## src/rtl/acc_alu.sv

```systemverilog
module acc_alu #(
  parameter int W   = 8,
  parameter int OPW = 5
) (
  input  logic [OPW-1:0] op_i,
  input  logic [W-1:0]   acc_i,
  input  logic [W-1:0]   opd_i,
  input  logic           cin_i,
  output logic [W-1:0]   res_o,
  output logic [3:0]     flags_o,
  output logic [2*W-1:0] prod_o
);
  localparam int MSB = W - 1;
  localparam logic [W-1:0] SMAX = {1'b0, {(W-1){1'b1}}};
  localparam logic [W-1:0] SMIN = {1'b1, {(W-1){1'b0}}};

  localparam logic [OPW-1:0] OP_ADD = 0,  OP_ADC = 1,  OP_SUB = 2,  OP_SBC = 3;
  localparam logic [OPW-1:0] OP_AND = 4,  OP_OR  = 5,  OP_XOR = 6,  OP_COM = 7;
  localparam logic [OPW-1:0] OP_NEG = 8,  OP_CLR = 9,  OP_INC = 10, OP_DEC = 11;
  localparam logic [OPW-1:0] OP_LSR = 12, OP_ASR = 13, OP_ASL = 14, OP_ROR = 15;
  localparam logic [OPW-1:0] OP_ROL = 16, OP_MUL = 17;

  logic [W-1:0] r;
  logic         n, z, v, c;
  logic         sh_v;

  assign prod_o = {{W{1'b0}}, acc_i} * {{W{1'b0}}, opd_i};

  always_comb begin
    r    = acc_i;
    c    = cin_i;
    v    = 1'b0;
    sh_v = 1'b0;
    case (op_i)
      OP_ADD: begin
        {c, r} = {1'b0, acc_i} + {1'b0, opd_i};
        v = (acc_i[MSB] == opd_i[MSB]) && (r[MSB] != acc_i[MSB]);
      end
      OP_ADC: begin
        {c, r} = {1'b0, acc_i} + {1'b0, opd_i} + {{W{1'b0}}, cin_i};
        v = (acc_i[MSB] == opd_i[MSB]) && (r[MSB] != acc_i[MSB]);
      end
      OP_SUB: begin
        {c, r} = {1'b0, acc_i} - {1'b0, opd_i};
        v = (acc_i[MSB] != opd_i[MSB]) && (r[MSB] != acc_i[MSB]);
      end
      OP_SBC: begin
        {c, r} = {1'b0, acc_i} - {1'b0, opd_i} - {{W{1'b0}}, cin_i};
        v = (acc_i[MSB] != opd_i[MSB]) && (r[MSB] != acc_i[MSB]);
      end
      OP_AND: r = acc_i & opd_i;
      OP_OR:  r = acc_i | opd_i;
      OP_XOR: r = acc_i ^ opd_i;
      OP_COM: begin
        r = ~acc_i;
        c = 1'b1;
      end
      OP_NEG: begin
        r = {W{1'b0}} - acc_i;
        c = (acc_i != {W{1'b0}});
        v = (acc_i == SMIN);
      end
      OP_CLR: begin
        r = {W{1'b0}};
        c = 1'b0;
      end
      OP_INC: begin
        r = acc_i + {{(W-1){1'b0}}, 1'b1};
        v = (acc_i == SMAX);
      end
      OP_DEC: begin
        r = acc_i - {{(W-1){1'b0}}, 1'b1};
        v = (acc_i == SMIN);
      end
      OP_LSR: begin
        r = {1'b0, acc_i[MSB:1]};
        c = acc_i[0];
        sh_v = 1'b1;
      end
      OP_ASR: begin
        r = {acc_i[MSB], acc_i[MSB:1]};
        c = acc_i[0];
        sh_v = 1'b1;
      end
      OP_ASL: begin
        r = {acc_i[MSB-1:0], 1'b0};
        c = acc_i[MSB];
        sh_v = 1'b1;
      end
      OP_ROR: begin
        r = {cin_i, acc_i[MSB:1]};
        c = acc_i[0];
        sh_v = 1'b1;
      end
      OP_ROL: begin
        r = {acc_i[MSB-1:0], cin_i};
        c = acc_i[MSB];
        sh_v = 1'b1;
      end
      OP_MUL: begin
        r = prod_o[W-1:0];
        c = prod_o[MSB];
      end
      default: ;
    endcase
    n = r[MSB];
    z = (r == {W{1'b0}});
    if (op_i == OP_MUL) begin
      n = 1'b0;
      z = (prod_o == {(2*W){1'b0}});
    end
    if (sh_v) v = n ^ c;
  end

  assign res_o   = r;
  assign flags_o = {n, z, v, c};

  always_comb begin

    clr_flags_chk: assert (op_i != OP_CLR || (res_o == '0 && flags_o == 4'b0100));

    neg_sum_chk: assert (op_i != OP_NEG || (res_o + acc_i) == '0);

    rol_path_chk: assert (op_i != OP_ROL || (res_o[0] == cin_i && flags_o[0] == acc_i[MSB]));

    ror_path_chk: assert (op_i != OP_ROR || (res_o[MSB] == cin_i && flags_o[0] == acc_i[0]));

    logic_no_ovf_chk: assert (!(op_i inside {OP_AND, OP_OR, OP_XOR, OP_COM}) || !flags_o[1]);

    mul_low_chk: assert (op_i != OP_MUL || res_o == prod_o[W-1:0]);

    shl_fill_chk: assert (op_i != OP_ASL || (res_o[0] == 1'b0 && flags_o[0] == acc_i[MSB]));
  end
endmodule

```

## config.mk

```make
export PLATFORM = sky130hd
export DESIGN_NAME = acc_alu
export DESIGN_NICKNAME = d
export VERILOG_FILES = /design/src/rtl/acc_alu.sv
export SDC_FILE = /design/constraint.sdc
export NUM_CORES = 1
export LEC_CHECK = 0
export CORE_AREA = 5 5 97 99
export DETAILED_ROUTE_END_ITERATION = 10
export DIE_AREA = 0 0 102 104
export GPL_TIMING_DRIVEN = 0
export PLACE_DENSITY = 0.84
export SYNTH_ARGS = -nofsm -noshare
export SYNTH_HDL_FRONTEND = slang
export SYNTH_SLANG_ARGS = --single-unit
```

## constraint.sdc

```tcl
create_clock -name vclk -period 9.7
set_clock_uncertainty 0.1 [all_clocks]
set_input_delay 1.94 -clock vclk [all_inputs]
set_output_delay 1.94 -clock vclk [all_outputs]
set_load 0.01 [all_outputs]
```

==> reports/metrics.cfg, run 1 <==
[sta]
drv_slew = 0
fmax_mhz = 102.1
hold_slack_ns = 4.694
period_share = 1.010
layout_setup_ws_ns = -0.09624
min_period_ns = 9.796
finalSetupTns_ns = -0.09624
hold_viol = 0
relSlewSlack = 0.1139
setup_viol = 1
tightest_slew_ns = 1.319

[synth]
yosysUniqueCellTypes = 82
synth_area_leaders = ha_1 18%, fa_1 16%, nor2_1 7.3%
syn_avg_cell_area_um2 = 7.359
syn_inst = 674
ys_seq_area_frac = 0
netlist_area_um2 = 4960
yosys_warnings = 0
synthesis.nets = 806
synth_area_leader_cell = ha_1
synth_top_area_share = 0.1791

[route]
dr.pass1.iters = 5
num_vias = 5955
drt_iter0_drc = 648
wl_per_cell_um = 25.42
drcViolationCount = 0
wirelength_um = 21380
vias_per_cell = 7.081
ant_nets = 0

[layout]
stdcell_area_um2 = 5858
post-route-util = 0.6920
register_area_um2 = 0
fin_nets = 867
seq_cell_count = 0
n_clock_buffer = 0
drive_above_1_share = 0.1337
antenna_cells = 0
syn2layout_area_growth_pct = 18.11

[power]
vdd_drop_max_uv = 266.8
power.density_nw_per_um2 = 138.8
power.leakage_nw = 2.658

[placed_design]
placed_area_um2 = 5585
hpwl_um = 15510
dpl_worst_slack_ns = -1.148
place.gp.congestion = 1.087
portBuffers = 49

[floorplanning]
die-width_um = 102
die_y_um = 104
num_io_pins = 50
core_area_um2 = 8466
start_util = 0.5859
dieArea_um2 = 10610
num_rows = 34

[grt]
grt_usage = 0.3669
grt_max_degree = 14
grt-ovfl-total = 0
antenna_found_initial = 0
grt_first_pass_wirelength_um = 30740
first_global_vias = 5824

[setup_path]
worstPathArrival_ns = 7.76
critPathKind = primary input to output pin
crit_path_start_kind = primary input
crit_fanout = 10
critPathCaptureType = output pin
required_ns = 7.66

[outcome]
outcome = finished with violations
violations = setup timing

[hold_path]
hp-class = primary input to output pin

[run]
maxCapViolCount = 0

[worst max-delay path: stages]
cell and delay, ns:
clkbuf_2 0.22, buf_8 0.19, inv_4 0.09, nor2_1 0.16
fa_1 0.46, fa_1 0.56, fa_1 0.55, inv_1 0.06
fa_1 0.53, inv_1 0.04, ha_1 0.35, nand4_1 0.17
o21ai_1 0.15, a211oi_4 0.29, buf_4 0.17, a21oi_1 0.09
a21o_1 0.20, a21oi_1 0.21, xnor2_1 0.20, nor4_2 0.29
a31o_1 0.20, buf_4 0.10, clkdlybuf4s50_1 0.52
[cell families (layout without fill, tap and decap cells)]
group / Yosys count / after routing / synth area share
adder cells (fa/ha/maj): 110 / 110 / 0.3365
XOR/XNOR: 35 / 35 / 0.06735
AO/OA/AOI/OAI: 156 / 156 / 0.2248
AND/OR/NAND/NOR: 254 / 254 / 0.2624
buffers and inverters: 114 / 173 / 0.09889
multiplexers: 5 / 5 / 0.01009
[path summary, 6_finish.rpt]
| check | from | end | slack (ns) | depth (start not counted) |
|---|---|---|---|---|
| setup / recovery | acc_i[5] | flags_o[2] | -0.1 | 23 |
| hold / removal | acc_i[6] | res_o[6] | 4.69 | 4 |
[Yosys cell counts (4+ instances only)]
cell       count
nor2_1        97
inv_1         72
ha_1          71
nand2_1       45
fa_1          39
a21oi_1       26
o21ai_0       23
xnor2_1       23
nor3_1        17
nand3_1       15
a211oi_1      14
clkbuf_1      11
buf_4         10
clkinv_1      10
xor2_1        10
a31oi_1        9
nand4_1        9
nor2b_1        9
o21a_1         9
a21o_1         8
buf_2          7
o22ai_1        7
a221oi_1       6
and3_1         6
nand2b_1       6
a22oi_1        5
mux2i_1        5
nor4_1         5
o211ai_1       5
or2_2          5
or3_1          5
o2111ai_1      4
o31ai_1        4
o32a_1         4
or4_1          4
[timing repair]
action                                  4_1_cts  5_1_grt
hold buffers                                  0        0
gates resized for setup                      46       54
buffers inserted                              2        8
pin swaps                                     2        7
endpoints found under the setup margin       11        4
cloned                                        0        1
[power breakdown]
| group | internal [mW] | total (mW) | switching, mW | leakage, nW |
|---|---|---|---|---|
| logic | 0.355 | 0.813 | 0.458 | 2.66 |
| registers | 0 | 0 | 0 | 0 |
| clock network | 0 | 0 | 0 | 0 |
[per-layer routing]
metal | share of wire | vias to the layer above | routed length, um | track usage
li1 | - | 2498 | - | -
met1 | 0.35 | 2760 | 7510 | 0.4445
met2 | 0.44 | 522 | 9494 | 0.5994
met3 | 0.10 | 175 | 2221 | 0.04963
met4 | 0.10 | 0 | 2150 | 0.2315
met5 | 0 | - | 0 | 0
[area by class of cell]
class / count / area (um2)
Timing Repair inverter: 1 / 7.507
Inverter: 82 / 337.8
Multi-Input combinational cell: 560 / 4587
Tap cell: 108 / 135.1
Buffer: 31 / 240.2
Fill cell: 662 / 2608
Timing Repair Buffer: 59 / 550.5
[layout by cell type, fill, tap and decap left out, types with 4 or more instances in the layout]
| cell | instances |
|---|---|
| a211oi_1 | 13 |
| a21o_1 | 8 |
| a21oi_1 | 24 |
| a221oi_1 | 5 |
| a22oi_1 | 5 |
| a31oi_1 | 9 |
| and3_1 | 6 |
| buf_2 | 8 |
| buf_4 | 21 |
| clkbuf_1 | 5 |
| clkbuf_2 | 4 |
| clkdlybuf4s50_1 | 35 |
| clkinvlp_4 | 4 |
| dlymetal6s2s_1 | 7 |
| fa_1 | 38 |
| ha_1 | 67 |
| inv_1 | 68 |
| inv_4 | 5 |
| mux2i_1 | 5 |
| nand2_1 | 44 |
| nand2b_1 | 6 |
| nand3_1 | 15 |
| nand4_1 | 9 |
| nor2_1 | 92 |
| nor2_2 | 6 |
| nor2b_1 | 9 |
| nor3_1 | 17 |
| nor4_1 | 4 |
| o211ai_1 | 5 |
| o21a_1 | 9 |
| o21ai_0 | 22 |
| o22ai_1 | 7 |
| o32a_1 | 4 |
| or2_2 | 5 |
| or3_1 | 5 |
| or4_1 | 4 |
| xnor2_1 | 23 |
| xor2_1 | 10 |
[metrics by stage]
stage          power [mW]  cells
2_1_floorplan      0.4344    674
3_3_place_gp       0.6681    831
3_5_place_dp       0.6889    831
4_1_cts            0.7183    832
5_1_grt            0.8675    841
6_report           0.8131    841
(Power assumes the default switching activity.)
==> run 2: changes to the inputs <==
--- a/config.mk
+++ b/config.mk
@@ -5,9 +5,9 @@
 export SDC_FILE = /design/constraint.sdc
 export NUM_CORES = 1
 export LEC_CHECK = 0
-export CORE_AREA = 5 5 97 99
+export CORE_AREA = 4 4 96 98
 export DETAILED_ROUTE_END_ITERATION = 10
-export DIE_AREA = 0 0 102 104
+export DIE_AREA = 0 0 100 102
 export GPL_TIMING_DRIVEN = 0
 export PLACE_DENSITY = 0.84
 export SYNTH_ARGS = -nofsm -noshare
==> run 2 against run 1 <==
Net effect:
- the flow still finishes with violations (setup timing)
- via count fell by 0.50%
- setup slack improved by 0.058 ns
- cell area rose by 0.41%
- utilization rose by 0.28 points
- count of clock-buffer cells in the layout did not move
- first-iteration DRC count rose by 19%
- global-route usage rose by 1.6 points
- highest routed layer unchanged
==> reports/metrics.cfg, run 2 (synthesis results as in run 1) <==
[layout]
syn2layout_area_growth_pct = 18.59
n_clock_buffer = 0  ; unchanged
fill_cells = 636  ; -3.9%
fin_nets = 871  ; +0.46%
register_area_um2 = 0  ; unchanged
seq_cell_count = 0  ; unchanged
final_common_cell = nor2_1
post-route-util = 0.6948  ; +0.002809
antenna_cells = 0  ; unchanged
drive_above_1_share = 0.1465  ; +0.01284
layout_common_cells = 87 x nor2_1, 67 x inv_1, 66 x ha_1

[sta]
setup_viol = 1  ; unchanged
fmax_mhz = 102.7  ; +0.59%
hold_viol = 0  ; unchanged
min_period_ns = 9.738  ; -0.05779 ns
hold_slack_ns = 4.726  ; +0.03251 ns
layout_setup_ws_ns = -0.03845  ; +0.05779 ns
period_share = 1.004  ; -0.005958
drv_slew = 0  ; unchanged
relSlewSlack = 0.2140  ; +0.1001
tightest_slew_ns = 1.170  ; -0.1490 ns

[setup_path]
crit_path_start = opd_i[1]
critPathKind = primary input to output pin
cpMostUsedCell = fa_1
worstPathArrival_ns = 7.70  ; -0.06 ns
required_ns = 7.66  ; about the same
cp_cell_sequence = clkdlybuf4s50_1 > clkinv_1 > nor2_1 > fa_1 > inv_1 > fa_1 > fa_1 > inv_1 > ha_4 > nand3_1 > a21oi_4 > buf_4 > o21a_1 > nor2_1 > xnor2_1 > or4_4 > nor4_2 > a31o_1 > buf_4 > clkdlybuf4s50_1
critPathCaptureType = output pin
slowest_stage = clkdlybuf4s50_1
crit_path_start_kind = primary input
crit_fanout = 10  ; unchanged
slowest_delay_ns = 0.58  ; +0.02 ns

[route]
drcViolationCount = 0  ; unchanged
wirelength_um = 21610  ; +1.1%
drt_iter0_drc = 770  ; +19%
dr.pass1.iters = 8  ; +3
vias_per_cell = 7.012  ; -0.97%
ant_nets = 0  ; unchanged
wl_per_cell_um = 25.58  ; +0.63%
num_vias = 5925  ; -0.50%

[power]
vdd_drop_max_uv = 275.9  ; +3.4%
power.leakage_nw = 2.668  ; +0.39%
power.density_nw_per_um2 = 139.9  ; +0.79%
total_power_uw = 822.9  ; +1.2%

[hold_path]
hold_start = acc_i[6]
hp-class = primary input to output pin

[floorplanning]
core_area_um2 = 8466  ; unchanged
num_rows = 34  ; unchanged
die-width_um = 100  ; -2.0%
num_io_pins = 50  ; unchanged
start_util = 0.5859  ; unchanged
dieArea_um2 = 10200  ; -3.8%
die_y_um = 102  ; -1.9%

[placed_design]
place.gp.congestion = 1.018  ; -6.4%
portBuffers = 49  ; unchanged
hpwl_um = 15600  ; +0.60%

[grt]
grt_first_pass_wirelength_um = 30390  ; -1.1%
grt_usage = 0.3830  ; +0.01610
grt_max_degree = 14  ; unchanged
first_global_vias = 5678  ; -2.5%
antenna_found_initial = 0  ; unchanged
grt-ovfl-total = 0  ; unchanged

[outcome]
violations = setup timing
outcome = finished with violations

[run]
maxCapViolCount = 0  ; unchanged

run 2: cell types whose count changed in the layout (fill, tap and decap cells not counted), sizes merged:
cell and delta:
inv -1, clkinvlp -2, clkinv +2, dlygate4sd2 +1, buf +3, dlymetal6s2s -1, clkbuf +2
run 2: routing by layer:
layer  track usage  up-vias  share of wire
met2        0.6434      514           0.45
met5             0        -              0
li1              -     2511              -
met1        0.4702     2736           0.35
met4        0.2187        0          0.088
met3       0.05734      164           0.11
run 2: worst paths after layout:
check / depth (start not counted) / slack, ns / end
setup / recovery: 20 / -0.04 / flags_o[2]
hold / removal: 4 / 4.73 / res_o[6]
run 2: power by group:
group | internal [mW] | switching [mW] | leakage (nW) | total (mW)
combinational | 0.359 | 0.464 | 2.67 | 0.823
clock | 0 | 0 | 0 | 0
sequential | 0 | 0 | 0 | 0
total | 0.359 | 0.464 | 2.67 | 0.823
run 2: final cells by class:
class,instances,area [um2],area share
tap,108,135.1,0.02297
multi-input combinational,560,4596,0.7813
timing repair buffer,64,581.8,0.09892
inverter,82,332.8,0.05658
buffer,31,236.5,0.04020
run 2: through the flow:
step	area (um2)	instances	setup TNS, ns	setup slack (ns)
3_3_place_gp	5585	831	-3.382	-0.9146
6_report	5882	845	-0.03845	-0.03845
4_1_cts	5684	831	0	0.009807
2_1_floorplan	4960	674	0	0.9492
3_5_place_dp	5585	831	-4.184	-1.037
5_1_grt	5882	845	-0.3190	-0.2247
run 2: repair_timing:
action	CTS	global route
setup buffers	1	14
endpoints found under the setup margin	10	3
hold buffers	0	0
pin swaps	2	7
resized for setup	44	53
run 2: critical path: cells and delay by family:
family,cells,cell delay (ns)
AO/OA/AOI/OAI,3,0.48
buffers and inverters,7,1.87
adder cells (fa/ha/maj),4,1.81
XOR/XNOR,1,0.15
AND/OR/NAND/NOR,5,1.46
==> run 3: changes to the inputs <==
==> constraint.sdc (replaced) <==
create_clock -name vclk -period 9.7
set_clock_uncertainty 0.1 [all_clocks]
set_input_delay 1.94 -clock vclk [all_inputs]
set_output_delay 1.94 -clock vclk [all_outputs]
set_load 0.005 [all_outputs]
==> run 3 against run 2 <==
Net effect:
- the run still ends with setup timing left
- cell area fell by 0.19%
- first-iteration DRC count rose by 1.2%
- via count rose by 0.52%
- largest cell class unchanged
- highest routed layer unchanged
==> reports/metrics.cfg, run 3 (synthesis results as in run 1) <==
[outcome]
outcome = finished with violations
violations = setup timing

[route]
dr.pass1.iters = 6  ; -2
drcViolationCount = 0  ; unchanged
drt_iter0_drc = 779  ; +1.2%
num_vias = 5956  ; +0.52%
ant_nets = 0  ; unchanged
wl_per_cell_um = 25.30  ; -1.1%
wirelength_um = 21430  ; -0.85%
vias_per_cell = 7.032  ; +0.29%

[placed_design]
hpwl_um = 15600  ; unchanged
place.gp.congestion = 1.018  ; unchanged
placed_area_um2 = 5585  ; unchanged
portBuffers = 49  ; unchanged

[floorplanning]
core_area_um2 = 8466  ; unchanged
num_io_pins = 50  ; unchanged
start_util = 0.5859  ; unchanged
dieArea_um2 = 10200  ; unchanged
die_y_um = 102  ; unchanged
die-width_um = 100  ; unchanged
num_rows = 34  ; unchanged

[setup_path]
crit_fanout = 10  ; unchanged
required_ns = 7.66  ; about the same
critPathCaptureType = output pin
crit_path_start_kind = primary input
worstPathArrival_ns = 7.72  ; +0.02 ns
critPathKind = primary input to output pin

[sta]
tightest_slew_ns = 1.129  ; -0.04061 ns
hold_viol = 0  ; unchanged
drv_slew = 0  ; unchanged
layout_setup_ws_ns = -0.06174  ; -0.02329 ns
hold_slack_ns = 4.692  ; -0.03454 ns
fmax_mhz = 102.4  ; -0.24%
relSlewSlack = 0.2413  ; +0.02728
period_share = 1.006  ; +0.002401
setup_viol = 1  ; unchanged
min_period_ns = 9.762  ; +0.02329 ns

[grt]
grt_first_pass_wirelength_um = 30340  ; -0.16%
grt-ovfl-total = 0  ; unchanged
antenna_found_initial = 0  ; unchanged
grt_usage = 0.3813  ; -0.001633
first_global_vias = 5667  ; -0.19%
grt_max_degree = 14  ; unchanged

[layout]
post-route-util = 0.6935  ; -0.001331
final_common_cell = nor2_1
fin_nets = 872  ; +0.11%
n_clock_buffer = 0  ; unchanged
drive_above_1_share = 0.1396  ; -0.006974
register_area_um2 = 0  ; unchanged
seq_cell_count = 0  ; unchanged
syn2layout_area_growth_pct = 18.37
layout_common_cells = 89 x nor2_1, 68 x ha_1, 67 x inv_1
stdcell_area_um2 = 5871  ; -0.19%

[hold_path]
hold_depth = 4  ; unchanged
hp-class = primary input to output pin

[run]
maxCapViolCount = 0  ; unchanged

-- run 3: through the flow --
step                      worst slack [ns]  setup TNS [ns]  instances
final                             -0.06174        -0.06174        847
after global routing               -0.1586         -0.1795        846
after CTS                         0.001924               0        831
after detailed placement            -1.002          -3.843        831
after global placement             -0.8797          -3.110        831
after floorplan                      1.001               0        674
-- run 3: what timing repair did --
item	in CTS	in global routing
setup endpoints to repair	10	3
gates resized for setup	41	49
pin swaps	2	5
buffers inserted	1	14
hold buffers	0	0
cloned	0	1
-- run 3: cell type report --
cell class                 instances  area [um2]
inverter                          82       334.1
antenna                            1       2.502
timing repair inverter             1       5.005
fill                             645        2595
tap                              108       135.1
timing repair buffer              64       585.6
buffer                            31       236.5
multi-input combinational        560        4572
-- run 3: worst paths after layout --
check / start / endpoint / slack, ns
max: acc_i[5] / flags_o[2] / -0.06
min: acc_i[6] / res_o[6] / 4.69
-- run 3: worst max-delay path: stages --
cell and delay (ns):
clkbuf_2 0.17, clkbuf_8 0.21, clkinv_2 0.18, nor2_1 0.09, fa_1 0.49, inv_1 0.05
fa_1 0.50, inv_1 0.07, fa_1 0.54, inv_1 0.06, fa_1 0.55, inv_1 0.06
ha_1 0.34, inv_2 0.10, and3_1 0.18, nor2_2 0.07, nand2_2 0.13, nand4_1 0.16
a221oi_2 0.31, o2111ai_2 0.23, nor4_4 0.49, a31o_1 0.18, buf_4 0.11, clkdlybuf4s50_1 0.49
-- run 3: per-layer routing --
layer	global-route usage	routed length, um	vias to the layer above
met5	0	0	-
met4	0.2301	1992	0
met3	0.04437	2025	181
met2	0.6424	9687	525
met1	0.4696	7724	2739
li1	-	-	2511
